==> config.mk <==
export PLATFORM = sky130hd
export DESIGN_NAME = island_power_seq
export DESIGN_NICKNAME = d
export VERILOG_FILES = /design/src/rtl/island_power_seq.sv
export SDC_FILE = /design/constraint.sdc
export NUM_CORES = 1
export LEC_CHECK = 0
export ABC_AREA = 1
export BUFFER_PORTS_ARGS = -buffer_cell sky130_fd_sc_hd__buf_2
export CORE_ASPECT_RATIO = 0.9
export CORE_MARGIN = 8
export CORE_UTILIZATION = 57
export CTS_CLUSTER_DIAMETER = 30
export DETAILED_ROUTE_END_ITERATION = 7
export GPL_TIMING_DRIVEN = 1
export PLACE_DENSITY = 0.87
export SYNTH_ARGS = -nofsm -noshare
export SYNTH_HDL_FRONTEND = slang
export SYNTH_SLANG_ARGS = --single-unit
==> constraint.sdc <==
create_clock -name clk -period 4.12 [get_ports clk]
set_clock_uncertainty 0.15 [all_clocks]
set_input_delay 0.824 -clock clk [delete_from_list [all_inputs] [get_ports clk]]
set_output_delay 0.824 -clock clk [all_outputs]
set_load 0.02 [all_outputs]
==> src/rtl/island_power_seq.sv <==
`timescale 1ns/1ps
module island_power_seq #(
  parameter int ADDR_W = 12,
  parameter int DATA_W = 32,
  parameter int DLY_W  = 6
) (
  input  logic              clk,
  input  logic              rst_n,
  input  logic              bus_we,
  input  logic [ADDR_W-1:0] bus_addr,
  input  logic [DATA_W-1:0] bus_wdata,
  output logic [DATA_W-1:0] bus_rdata,
  output logic              iso_en,
  output logic              sw_on
);
  localparam logic [ADDR_W-1:0] A_CTRL = ADDR_W'('h000);
  localparam logic [ADDR_W-1:0] A_GATE = ADDR_W'('h260);
  localparam logic [ADDR_W-1:0] A_UPT  = ADDR_W'('h264);
  localparam logic [ADDR_W-1:0] A_DNT  = ADDR_W'('h268);
  localparam int HI = 8;
  localparam int CW = DLY_W + 1;

  logic             gate_en, run_up, run_dn;
  logic [DLY_W-1:0] up_a, up_b, dn_a, dn_b;
  logic [CW-1:0]    cnt, up_sum, dn_sum;
  logic             busy, powered, ctrl_wr;
  logic             unused_wdata_bits;

  assign busy    = run_up | run_dn;
  assign powered = sw_on & ~iso_en;
  assign ctrl_wr = bus_we && bus_addr == A_CTRL;
  assign up_sum  = {1'b0, up_a} + {1'b0, up_b};
  assign dn_sum  = {1'b0, dn_a} + {1'b0, dn_b};
  assign unused_wdata_bits = ^{bus_wdata[DATA_W-1:HI+DLY_W], bus_wdata[HI-1:DLY_W]};

  always_ff @(posedge clk or negedge rst_n) begin
    if (!rst_n) begin
      gate_en <= 1'b0;
      up_a <= '0; up_b <= '0; dn_a <= '0; dn_b <= '0;
      run_up <= 1'b0; run_dn <= 1'b0; cnt <= '0;
      iso_en <= 1'b0; sw_on <= 1'b1;
    end else begin
      if (bus_we) begin
        case (bus_addr)
          A_GATE: gate_en <= bus_wdata[0];
          A_UPT: begin up_a <= bus_wdata[DLY_W-1:0]; up_b <= bus_wdata[HI+DLY_W-1:HI]; end
          A_DNT: begin dn_a <= bus_wdata[DLY_W-1:0]; dn_b <= bus_wdata[HI+DLY_W-1:HI]; end
          default: ;
        endcase
      end
      if (busy) begin
        cnt <= cnt - 1'b1;
        if (cnt == CW'(1)) begin
          if (run_dn) sw_on <= 1'b0;
          else        iso_en <= 1'b0;
          run_up <= 1'b0;
          run_dn <= 1'b0;
        end
      end else if (ctrl_wr) begin
        if (bus_wdata[1]) begin
          sw_on <= 1'b1;
          if (up_sum == '0) iso_en <= 1'b0;
          else begin run_up <= 1'b1; cnt <= up_sum; end
        end else if (bus_wdata[0] && gate_en) begin
          iso_en <= 1'b1;
          if (dn_sum == '0) sw_on <= 1'b0;
          else begin run_dn <= 1'b1; cnt <= dn_sum; end
        end
      end
    end
  end

  always_comb begin
    bus_rdata = '0;
    case (bus_addr)
      A_CTRL: bus_rdata[3:0] = {powered, busy, run_up, run_dn};
      A_GATE: bus_rdata[0] = gate_en;
      A_UPT: begin bus_rdata[DLY_W-1:0] = up_a; bus_rdata[HI+DLY_W-1:HI] = up_b; end
      A_DNT: begin bus_rdata[DLY_W-1:0] = dn_a; bus_rdata[HI+DLY_W-1:HI] = dn_b; end
      default: ;
    endcase
  end

  p_open_only_isolated_r9: assert property (@(posedge clk) disable iff (!rst_n)
    !sw_on |-> iso_en);
  p_release_needs_power_r4: assert property (@(posedge clk) disable iff (!rst_n)
    $fell(iso_en) |-> sw_on);
  p_one_direction_r7: assert property (@(posedge clk) disable iff (!rst_n)
    $onehot0({run_up, run_dn}));
  p_outputs_hold_mid_run_r3: assert property (@(posedge clk) disable iff (!rst_n)
    (busy && $past(busy)) |-> ($stable(iso_en) && $stable(sw_on)));
  p_busy_write_ignored_r8: assert property (@(posedge clk) disable iff (!rst_n)
    (busy && ctrl_wr && cnt != CW'(1)) |=> ($stable(run_up) && $stable(run_dn)));
endmodule

==> metrics <==
result of the run completed; slew at the pin closest to its max-slew limit 824 ps; minimum setup slack after placement ~940 ps; Antenna Cells 0; VDD IR-drop max 0.220 mV; initial standard-cell utilization of the core 58.3%; DRC violations left 0; Slew headroom between 40 and 50%; core outline area about 4800 um^2; gate count of the mapped netlist approximately 380; final HPWL from detailed placement about 5.3 mm; most area-consuming cells after synthesis dfrtp_1, nand2_1, ha_1, inv_1, o21ai_0; number of hold violations in the final report 0; class of the most critical setup path in -> out; final cell utilization of the core 64.4%; hold path endpoint sw_on; site row count 24; setup repair after global routing missed its margin no; reg2reg setup slack between 1500 and 2000 ps; global-route wire length before repair roughly 11 mm; Total Die Area 7380 um^2; endpoint of the worst-slack reg-to-reg timing path cnt[4]; most frequently used cell type in the post-synthesis netlist nand2_1; fraction of layout instances using a drive strength above 1 18.0%; proportion of register bits with asynchronous set or reset after synthesis between 90% and 100%; CTS tree done; data required time at the worst endpoint between 3000 and 4000 ps; CTS buffer count 5; Worst Min Path Start sw_on; power per cell area 237 nW/um^2; clock slew seen by the registers of the worst setup and hold paths ~80 ps; H-tree lvl count 2; Die X-Extent between 80 and 90 um; final weighted congestion of routability-driven global placement 0.962; mapped cell area approximately 2800 um^2; ports placed on the boundary 81; Worst Path Max Fanout 13; synthesis-stage register bit count 36; wirelength, routed roughly 6.7 mm; post-detailed-route count of antenna-violating nets 0; max-cap violation count 0; count of distinct cell types in the synthesized netlist 39; vias in the first global route 2,448; Worst R2R Path Depth 10; most used standard cells in the synthesized netlist nand2_1, inv_1, dfrtp_1; Worst setup SP type input pin; number of enable flip-flop cells after synthesis 0; flip-flop cell with the highest count after synthesis dfrtp_1; class of the most critical hold timing path reg -> reg; Clock Tree Root clkbuf_8; number of endpoints failing setup at the final stage 0; worst flop-to-flop path startpoint dn_b[0]; final worst slack 958 ps; CTS Hold Bufs 0; cell type contributing the most total cell area after synthesis dfrtp_1; arrival time at the worst endpoint approximately 2200 ps; worst hold slack across all endpoints ~320 ps; number of search-and-repair iterations in the first detailed-routing pass 5; nets@finish between 400 and 500; leakage between 1.5 and 2 nW; fraction of post-synthesis cell area in the top cell type by area between 30% and 40%; via count of the routed design ~2,600; drt via density 5.31; clk sinks 36; number of slew-limit violations in the final report 0; fraction of the cycle the final worst path needs 76.8%; area growth from synthesis to layout 10.4%; port bufs 40; chip height just over 80 um; post-cts resize count 0; depth of the worst hold-timing path 2; initial antenna violation count 0; type of element capturing the critical path primary output; Max Clock Freq around 320 MHz; maximum number of pins on one net before global-route repair 37; Skew-Pair Late Insertion Delay 290 ps; number of warnings printed during yosys synthesis 0; Total Negative Setup Slacks 0 ps; DRT iter0 DRCs around 140; Seq/Total Area, Yosys between 30 and 40%; routed wire length per instance approximately 14 um; overall fraction of global-route tracks in use 19.5%; Synth Area per Inst approximately 7.3 um^2; Clock Tree Buf Depth 2; global route overflow 0; minimum clock period after layout 3160 ps; total setup buffers inserted after CTS 0
-- where the power goes --
| part | switching [mW] | internal [mW] |
|---|---|---|
| clock | 0.138 | 0.179 |
| sequential | 0.00114 | 0.354 |
| combinational | 0.0399 | 0.0144 |
-- registers in the layout (all words and copies together), names as in the netlist --
signal / count
gate_en: 1
dn_b: 6
sw_on: 1
cnt: 7
run_dn: 1
up_a: 6
iso_en: 1
up_b: 6
dn_a: 6
run_up: 1
-- kinds of logic after synthesis --
logic type | synth area share [%]
xor+xnor | 0.315
simple gates | 33.1
flops | 32.4
mux | 0.404
fa+ha+maj | 7.73
compound gates | 12.9
other cells | 0.135
buf+inv | 13.0
-- metal layers --
| metal | wire length, um | up-vias | track usage (%) |
|---|---|---|---|
| met5 | 0 | - | 0 |
| met4 | 76 | 0 | 6.14 |
| met3 | 566 | 9 | 3.36 |
| met2 | 3310 | 97 | 33.7 |
| met1 | 2790 | 1190 | 24.1 |
| li1 | - | 1295 | - |
-- layout by cell type, fill, tap and decap left out, types with 2 or more instances in the layout --
cell type | synthesis | final
buf_2 | 5 | 40
nor2_1 | 21 | 21
a21oi_1 | 11 | 11
dfrtp_1 | 35 | 35
nor3_1 | 2 | 2
o21ai_0 | 31 | 31
nand2_1 | 110 | 110
fa_1 | 2 | 2
inv_1 | 43 | 43
nand3_2 | 3 | 3
conb_1 | 1 | 20
o221ai_1 | 2 | 2
o211ai_1 | 2 | 2
nand3_1 | 26 | 26
clkbuf_8 | 0 | 5
nor2_2 | 3 | 3
a22o_1 | 8 | 8
ha_1 | 14 | 14
nand4_4 | 2 | 2
nand2_2 | 5 | 5
nand4_1 | 11 | 11
o21ai_1 | 4 | 4
inv_2 | 4 | 4
-- metrics by stage --
step	power (mW)	cell area, um^2	cells
floorplan	0.406	2860	401
global placement	0.414	2960	480
detailed placement	0.416	2960	480
CTS	0.728	3070	488
global route	0.747	3070	488
finish	0.727	3070	488
-- area by class of cell --
type                            instances  area [um^2]
Clock buffer                            5         68.8
Fill cell                             431         1700
Tap cell                               65         81.3
Sequential cell                        36          902
Multi-Input combinational cell        290         1590
Clock inverter                          3         42.5
Inverter                               48          180
Timing Repair Buffer                   41          208
-- worst max-delay path: stages --
cell	delay [ps]
buf_2	90
nor2_1	90
nand2_1	90
nor2_2	190
nand4_1	100
inv_1	350
nand2_1	80
o311ai_0	130
buf_2	240
-- worst max path at each step --
stage                        end  slack [ps]  cells past startpoint          from
finish              bus_rdata[3]         960                      9  bus_addr[10]
floorplan           bus_rdata[3]         950                      4   bus_addr[1]
global route        bus_rdata[3]         770                      9  bus_addr[10]
CTS                 bus_rdata[3]         940                      9  bus_addr[10]
global placement    bus_rdata[3]         970                      9  bus_addr[10]
detailed placement  bus_rdata[3]         940                      9  bus_addr[10]
No activity file was read; power rests on OpenSTA's default activity.
